===== src/rtl/sdm_decim_pkg.sv =====
package sdm_decim_pkg;

   typedef enum logic {
      FILT_SINC3 = 1'b0,
      FILT_SINC1 = 1'b1
   } filt_e;

   localparam int         SINC_ORDER   = 3;
   localparam logic [1:0] SETTLE_SINC3 = 2'd3;
   localparam logic [1:0] SETTLE_SINC1 = 2'd1;

   function automatic int max_of4(input int a, input int b, input int c, input int d);
      int m;
      m = a;
      if (b > m) m = b;
      if (c > m) m = c;
      if (d > m) m = d;
      return m;
   endfunction

endpackage


===== src/rtl/sdm_integ_chain.sv =====
module sdm_integ_chain #(
   parameter int ORDER = 3,
   parameter int ACC_W = 19
) (
   input  logic             clk,
   input  logic             rst_n,
   input  logic             clr_i,
   input  logic             en_i,
   input  logic             din_i,
   output logic [ACC_W-1:0] first_o,
   output logic [ACC_W-1:0] last_o
);

   for (genvar g = 0; g < ORDER; g++) begin : g_stage
      logic [ACC_W-1:0] acc_q;
      logic [ACC_W-1:0] sum;

      if (g == 0) begin : g_head
         assign sum = acc_q + {{(ACC_W-1){1'b0}}, din_i};
      end else begin : g_tail
         assign sum = acc_q + g_stage[g-1].sum;
      end

      always_ff @(posedge clk or negedge rst_n) begin
         if (!rst_n)     acc_q <= '0;
         else if (clr_i) acc_q <= '0;
         else if (en_i)  acc_q <= sum;
      end

      // a hold or restart leaves every integrator at zero
      p_integ_clear_r6: assert property (@(posedge clk) disable iff (!rst_n)
         clr_i |=> (acc_q == '0));
   end

   assign first_o = g_stage[0].sum;
   assign last_o  = g_stage[ORDER-1].sum;

endmodule


===== src/rtl/sdm_comb_chain.sv =====
module sdm_comb_chain #(
   parameter int ORDER = 3,
   parameter int ACC_W = 19
) (
   input  logic             clk,
   input  logic             rst_n,
   input  logic             clr_i,
   input  logic             en_i,
   input  logic [ACC_W-1:0] din_i,
   output logic [ACC_W-1:0] dout_o
);

   for (genvar g = 0; g < ORDER; g++) begin : g_stage
      logic [ACC_W-1:0] in_v;
      logic [ACC_W-1:0] dly_q;
      logic [ACC_W-1:0] diff;

      if (g == 0) begin : g_head
         assign in_v = din_i;
      end else begin : g_tail
         assign in_v = g_stage[g-1].diff;
      end

      assign diff = in_v - dly_q;

      always_ff @(posedge clk or negedge rst_n) begin
         if (!rst_n)     dly_q <= '0;
         else if (clr_i) dly_q <= '0;
         else if (en_i)  dly_q <= in_v;
      end
   end

   assign dout_o = g_stage[ORDER-1].diff;

endmodule


===== src/rtl/sdm_decim_seq.sv =====
module sdm_decim_seq #(
   parameter int CNT_W = 7
) (
   input  logic             clk,
   input  logic             rst_n,
   input  logic             restart_i,
   input  logic             flush_i,
   input  logic             stb_i,
   input  logic [CNT_W-1:0] ratio_i,
   input  logic [1:0]       need_i,
   input  logic             rd_i,
   output logic             tick_o,
   output logic             latch_o,
   output logic             drdy_o
);

   logic [CNT_W-1:0] dcnt_q;
   logic [1:0]       scnt_q;
   logic [2:0]       scnt_inc;

   assign tick_o   = stb_i && !restart_i && (dcnt_q == ratio_i - CNT_W'(1));
   assign scnt_inc = {1'b0, scnt_q} + 3'd1;
   assign latch_o  = tick_o && (scnt_inc >= {1'b0, need_i});

   always_ff @(posedge clk or negedge rst_n) begin
      if (!rst_n)         dcnt_q <= '0;
      else if (restart_i) dcnt_q <= '0;
      else if (tick_o)    dcnt_q <= '0;
      else if (stb_i)     dcnt_q <= dcnt_q + CNT_W'(1);
   end

   always_ff @(posedge clk or negedge rst_n) begin
      if (!rst_n)                         scnt_q <= '0;
      else if (restart_i)                 scnt_q <= '0;
      else if (tick_o && scnt_q != 2'd3)  scnt_q <= scnt_inc[1:0];
   end

   always_ff @(posedge clk or negedge rst_n) begin
      if (!rst_n)       drdy_o <= 1'b0;
      else if (flush_i) drdy_o <= 1'b0;
      else if (latch_o) drdy_o <= 1'b1;
      else if (rd_i)    drdy_o <= 1'b0;
   end

   p_flush_drops_r5: assert property (@(posedge clk) disable iff (!rst_n)
      flush_i |=> !drdy_o);

   p_read_clears_r7: assert property (@(posedge clk) disable iff (!rst_n)
      rd_i && !latch_o && !flush_i |=> !drdy_o);

   p_latch_wins_r8: assert property (@(posedge clk) disable iff (!rst_n)
      latch_o && !flush_i |=> drdy_o);

   p_hold_keeps_r6: assert property (@(posedge clk) disable iff (!rst_n)
      restart_i && !flush_i && !rd_i && drdy_o |=> drdy_o);

   p_count_range_r10: assert property (@(posedge clk) disable iff (!rst_n)
      !restart_i |-> (dcnt_q < ratio_i));

endmodule


===== src/rtl/sdm_decim_ctrl.sv =====
module sdm_decim_ctrl
   import sdm_decim_pkg::*;
#(
   parameter int OUT_W  = 18,
   parameter int RATIO0 = 8,
   parameter int RATIO1 = 16,
   parameter int RATIO2 = 32,
   parameter int RATIO3 = 64
) (
   input  logic             clk,
   input  logic             rst_n,
   input  logic             mod_bit_i,
   input  logic             mod_stb_i,
   input  logic             fast_sel_i,
   input  logic [1:0]       ratio_sel_i,
   input  logic             sync_hold_i,
   input  logic             cfg_chg_i,
   input  logic             rd_stb_i,
   output logic [OUT_W-1:0] result_o,
   output logic             drdy_o
);

   localparam int MAX_R     = max_of4(RATIO0, RATIO1, RATIO2, RATIO3);
   localparam int LOG_R     = $clog2(MAX_R);
   localparam int ACC_W     = SINC_ORDER * LOG_R + 1;
   localparam int CNT_W     = $clog2(MAX_R + 1);
   localparam int RTAB [4]  = '{RATIO0, RATIO1, RATIO2, RATIO3};

   for (genvar k = 0; k < 4; k++) begin : g_chk
      if (RTAB[k] < 2) begin : g_bad_ratio
         $error("decimation ratio %0d must be at least 2", k);
      end
   end
   if (OUT_W > ACC_W) begin : g_bad_width
      $error("OUT_W exceeds accumulator width");
   end

   filt_e            mode;
   logic             fast_q;
   logic [1:0]       ratio_q;
   logic             flush;
   logic             restart;
   logic             run_stb;
   logic [CNT_W-1:0] ratio_val;
   logic [1:0]       need;
   logic             tick;
   logic             latch;
   logic [ACC_W-1:0] int_first;
   logic [ACC_W-1:0] int_last;
   logic [ACC_W-1:0] comb1_out;
   logic [ACC_W-1:0] comb3_out;
   logic [ACC_W-1:0] filt_out;

   assign mode = filt_e'(fast_sel_i);

   always_ff @(posedge clk or negedge rst_n) begin
      if (!rst_n) begin
         fast_q  <= 1'b0;
         ratio_q <= 2'd0;
      end else begin
         fast_q  <= fast_sel_i;
         ratio_q <= ratio_sel_i;
      end
   end

   assign flush   = cfg_chg_i || (fast_sel_i != fast_q) || (ratio_sel_i != ratio_q);
   assign restart = flush || sync_hold_i;
   assign run_stb = mod_stb_i && !restart;

   always_comb begin
      unique case (ratio_sel_i)
         2'd0:    ratio_val = CNT_W'(RATIO0);
         2'd1:    ratio_val = CNT_W'(RATIO1);
         2'd2:    ratio_val = CNT_W'(RATIO2);
         default: ratio_val = CNT_W'(RATIO3);
      endcase
   end

   assign need = (mode == FILT_SINC1) ? SETTLE_SINC1 : SETTLE_SINC3;

   sdm_integ_chain #(.ORDER(SINC_ORDER), .ACC_W(ACC_W)) u_integ (
      .clk     (clk),
      .rst_n   (rst_n),
      .clr_i   (restart),
      .en_i    (run_stb),
      .din_i   (mod_bit_i),
      .first_o (int_first),
      .last_o  (int_last)
   );

   sdm_comb_chain #(.ORDER(SINC_ORDER), .ACC_W(ACC_W)) u_comb3 (
      .clk    (clk),
      .rst_n  (rst_n),
      .clr_i  (restart),
      .en_i   (tick),
      .din_i  (int_last),
      .dout_o (comb3_out)
   );

   sdm_comb_chain #(.ORDER(1), .ACC_W(ACC_W)) u_comb1 (
      .clk    (clk),
      .rst_n  (rst_n),
      .clr_i  (restart),
      .en_i   (tick),
      .din_i  (int_first),
      .dout_o (comb1_out)
   );

   sdm_decim_seq #(.CNT_W(CNT_W)) u_seq (
      .clk       (clk),
      .rst_n     (rst_n),
      .restart_i (restart),
      .flush_i   (flush),
      .stb_i     (run_stb),
      .ratio_i   (ratio_val),
      .need_i    (need),
      .rd_i      (rd_stb_i),
      .tick_o    (tick),
      .latch_o   (latch),
      .drdy_o    (drdy_o)
   );

   assign filt_out = (mode == FILT_SINC1) ? comb1_out : comb3_out;

   always_ff @(posedge clk or negedge rst_n) begin
      if (!rst_n)     result_o <= '0;
      else if (latch) result_o <= filt_out[ACC_W-1 -: OUT_W];
   end

   // only a settled latch may move the result word
   p_result_hold_r6: assert property (@(posedge clk) disable iff (!rst_n)
      !latch |=> $stable(result_o));

   p_no_latch_in_hold_r6: assert property (@(posedge clk) disable iff (!rst_n)
      sync_hold_i |-> !latch);

endmodule


===== config.mk =====
export PLATFORM = sky130hd
export DESIGN_NAME = sdm_decim_ctrl
export DESIGN_NICKNAME = d
export VERILOG_FILES = /design/src/rtl/sdm_decim_pkg.sv /design/src/rtl/sdm_integ_chain.sv /design/src/rtl/sdm_comb_chain.sv /design/src/rtl/sdm_decim_seq.sv /design/src/rtl/sdm_decim_ctrl.sv
export SDC_FILE = /design/constraint.sdc
export NUM_CORES = 1
export LEC_CHECK = 0
export BUFFER_PORTS_ARGS = -buffer_cell sky130_fd_sc_hd__buf_4
export CAP_MARGIN = 20
export CORE_MARGIN = 5
export CORE_UTILIZATION = 40
export DETAILED_ROUTE_END_ITERATION = 10
export GPL_TIMING_DRIVEN = 0
export PLACE_DENSITY = 0.65
export SKIP_LAST_GASP = 1
export SLEW_MARGIN = 20
export SYNTH_ARGS = -nofsm -noshare
export SYNTH_HDL_FRONTEND = slang
export SYNTH_SLANG_ARGS = --single-unit

===== constraint.sdc =====
create_clock -name clk -period 21.1 [get_ports clk]
set_clock_uncertainty 0.05 [all_clocks]
set_input_delay 2.11 -clock clk [delete_from_list [all_inputs] [get_ports clk]]
set_output_delay 2.11 -clock clk [all_outputs]
set_load 0.005 [all_outputs]

==> flow_summary.ini <==
[run_status]
status = completed

[yosys]
ys_seq_elements = 164
syn_inst = 1390
synth.avg_cell_area_um2 = 8.71
synth_fp_nets = 1524
synth-edff-count = 0
syn_area_mm2 = 0.0121
ys_types = 67
yosysSeqAreaShare = 0.339
synthArstFlopShare = 1.00
synth-main-ff-cell = dfrtp_1
synth_warnings = 0

[worst_setup_path]
max_stage_delay_ps = 630
required_ps = 21400
worstReg2RegEnd = result_o[17]
crit_fanout = 5
crit_type = in -> reg
r2r_setup_slack_ps = 12180
crit_cells = 36
cp-endpoint = result_o[17]
arrival_ps = 10640
crit_slowest_cell = nor4b_1
r2r-start = u_integ.g_stage[0].acc_q[0]
cp.buffers_inverters = 1
startpoint_type = primary input
r2r_cells = 35
cpMostUsedCell = ha_1
crit_family = compound AO/OA/AOI/OAI gates
setup.worst_path.start = mod_bit_i
crit_path_end_kind = flop

[sta]
setup_viol = 0
finalHoldViolCount = 0
rsz0062_at_grt = no
period_minus_slack_ps = 10340
drv_slew = 0
fin_hold_ws_ps = 434
worst_pin_slew_ps = 844
relSlewSlack = 0.433
post-route-period-util = 0.490
max_freq_ghz = 0.0967
finalSetupTns_ps = 0

[cts]
cts_htree_levels = 4
clockRootBuffer = clkbuf_16
clk_latency_ps = 450
clockBufferDepth = 2
cts_tree = yes
post-cts-setup-buffer-count = 0
clkTransAtPathRegs_ps = 70
cts_hold_buf = 0
cts_sinks = 164
cts_made_buffers = 17
cts_resized = 0

[floorplanning]
ioPinCount = 29
die_y_um = 184
floorplan.initialDensity = 0.406
rows = 63
core_area_mm2 = 0.0298
die_area_mm2 = 0.0339
die_w_um = 184

[power]
power.net_switching_mw = 0.210
pwr-share-clk = 0.433
swShare = 0.281
pwr-share-seq = 0.422
power_density_mw_per_mm2 = 55.5
power.internal_mw = 0.537
ir_worst_vdd_mv = 0.0545
power.leakage_nw = 6.17
pwr-share-comb = 0.145

[placed_design]
dp.cells = 1809
routabilityCongestion = 0.848
io_buffers = 27
placed_area_mm2 = 0.0129
dp_hpwl_um = 24200

[global_route]
grt_pass1_wl_um = 50700
gr-usage-met3 = 0.0269
globalRouteMet1Util = 0.270
grt_max_degree = 67
antenna_found_initial = 0
top_usage_layer = met2
track_usage = 0.185
use_met2 = 0.291
grt_overflow = 0
grt_pass1_vias = 9701

[routing]
vias = 10000
firstDrtPassIters = 5
drc = 0
wl_per_cell_um = 17.0
viasPerCell = 5.46
ant_nets = 0
drt_iter0_markers = 732
drt_wl_total_um = 31200

[final_layout]
seq_area_mm2 = 0.00410
stdcell_count = 1841
n_antenna_cell = 0
fill_cells = 2925
final_area_mm2 = 0.0135
nNetsFinal = 1572
multi_input_area_mm2 = 0.00739
area_delta_synth_final_pct = 11.1
drive_above_1_share = 0.0544

[flow_run]
drv_cap = 0

[worst_hold_path]
holdCritPathClass = reg -> reg
[cells in the mapped netlist, types with 8 or more instances]
master	instances	area, µm²
and3_1	14	87.6
xor2_1	56	490
xnor2_1	70	613
o21a_1	22	165
a31oi_1	10	62.6
a21oi_1	84	420
a21o_1	30	225
clkbuf_1	39	146
mux2i_1	37	370
o21bai_1	15	113
o211ai_1	8	60.1
nand3_1	38	190
o31ai_1	58	435
buf_1	13	48.8
inv_1	109	409
nand2_1	133	499
nor2b_1	11	68.8
a211oi_1	9	67.6
nor2_1	149	559
dfrtp_1	164	4100
o21ai_0	61	305
nand2b_1	16	100
or3_1	9	56.3
nor3_1	28	140
ha_1	118	1480
nand4_1	11	68.8
[tightest hold or removal path, cell delays in order, from the launching register on]
cell and delay [ps]:
dfrtp_1 340, nand2_1 50, o21ai_0 60
[area by class of cell]
cell class,count,area share
clock buffers,17,0.0316
multi-input cells,1063,0.549
inverters,109,0.0304
clock inverters,15,0.0126
repair buffers,29,0.0197
flip-flops and latches,164,0.305
plain buffers,54,0.0157
well taps,390,0.0363
[layout by cell type, fill, tap and decap left out, drive strengths merged, types with 4 or more instances in the layout]
master,count
nor2b,11
o21bai,15
dfrtp,164
clkbuf,56
nand2b,16
a31oi,10
o31ai,58
nand2,133
clkinv,6
ha,118
o31a,4
nand4,11
o21a,22
and3,14
mux2i,37
xor2,57
o21ai,63
a21o,30
buf,44
fa,6
or3,9
a211oi,9
o211ai,9
inv,115
nor2,149
a21boi,6
xnor2,70
nor3,28
a21oi,84
nand3,40
or2,5
o2111ai,4
[how the worst min path moves through the flow]
stage	endpoint	slack (ps)	start	cells after the start
final	result_o[7]	430	result_o[7]	2
after global routing	result_o[7]	450	result_o[7]	2
after CTS	result_o[7]	440	result_o[7]	2
after detailed placement	result_o[7]	420	result_o[7]	2
after global placement	result_o[7]	410	result_o[7]	2
after floorplan	u_seq.scnt_q[0]	400	u_seq.scnt_q[0]	1
[power groups by stage]
stage,combinational (mW),sequential [mW],clock [mW]
floorplan,0.0769,0.321,0
global placement,0.105,0.321,0
detailed placement,0.108,0.321,0
CTS,0.109,0.315,0.327
global route,0.120,0.315,0.342
finish,0.108,0.315,0.323
[state kept, by name (all words and copies together) (netlist names), 2 cells and up]
register and cells:
u_integ.g_stage.acc_q 57, u_comb3.g_stage.dly_q 57, u_seq.scnt_q 2, u_comb1.g_stage.dly_q 19, u_seq.dcnt_q 7, ratio_q 2, result_o 18
[cells by family (layout without fill, tap and decap cells)]
group                      after synthesis  in the layout  share of synthesized area
and+or+nand+nor                        433            433                      0.163
AOI/OAI and AO/OA                      336            336                      0.182
DFF                                    164            164                      0.339
buffers and inverters                  163            224                     0.0512
xor gates and xnor gates               131            131                      0.100
adders and majority gates              124            124                      0.132
muxes                                   39             39                     0.0324
[routing by layer]
layer	vias to the layer above	part of all wire
met5	-	0
met4	0	0.014
met3	35	0.037
met2	198	0.46
met1	4872	0.49
li1	4940	-
[through the flow]
stage,power [mW],setup slack [ps],utilization
3_3_place_gp,0.426,10620,0.430
4_1_cts,0.751,10970,0.452
5_1_grt,0.777,10330,0.452
2_1_floorplan,0.398,12230,-
6_report,0.746,10760,0.452
3_5_place_dp,0.429,10530,0.432
Note: power is estimated with default switching activity, not from simulation.
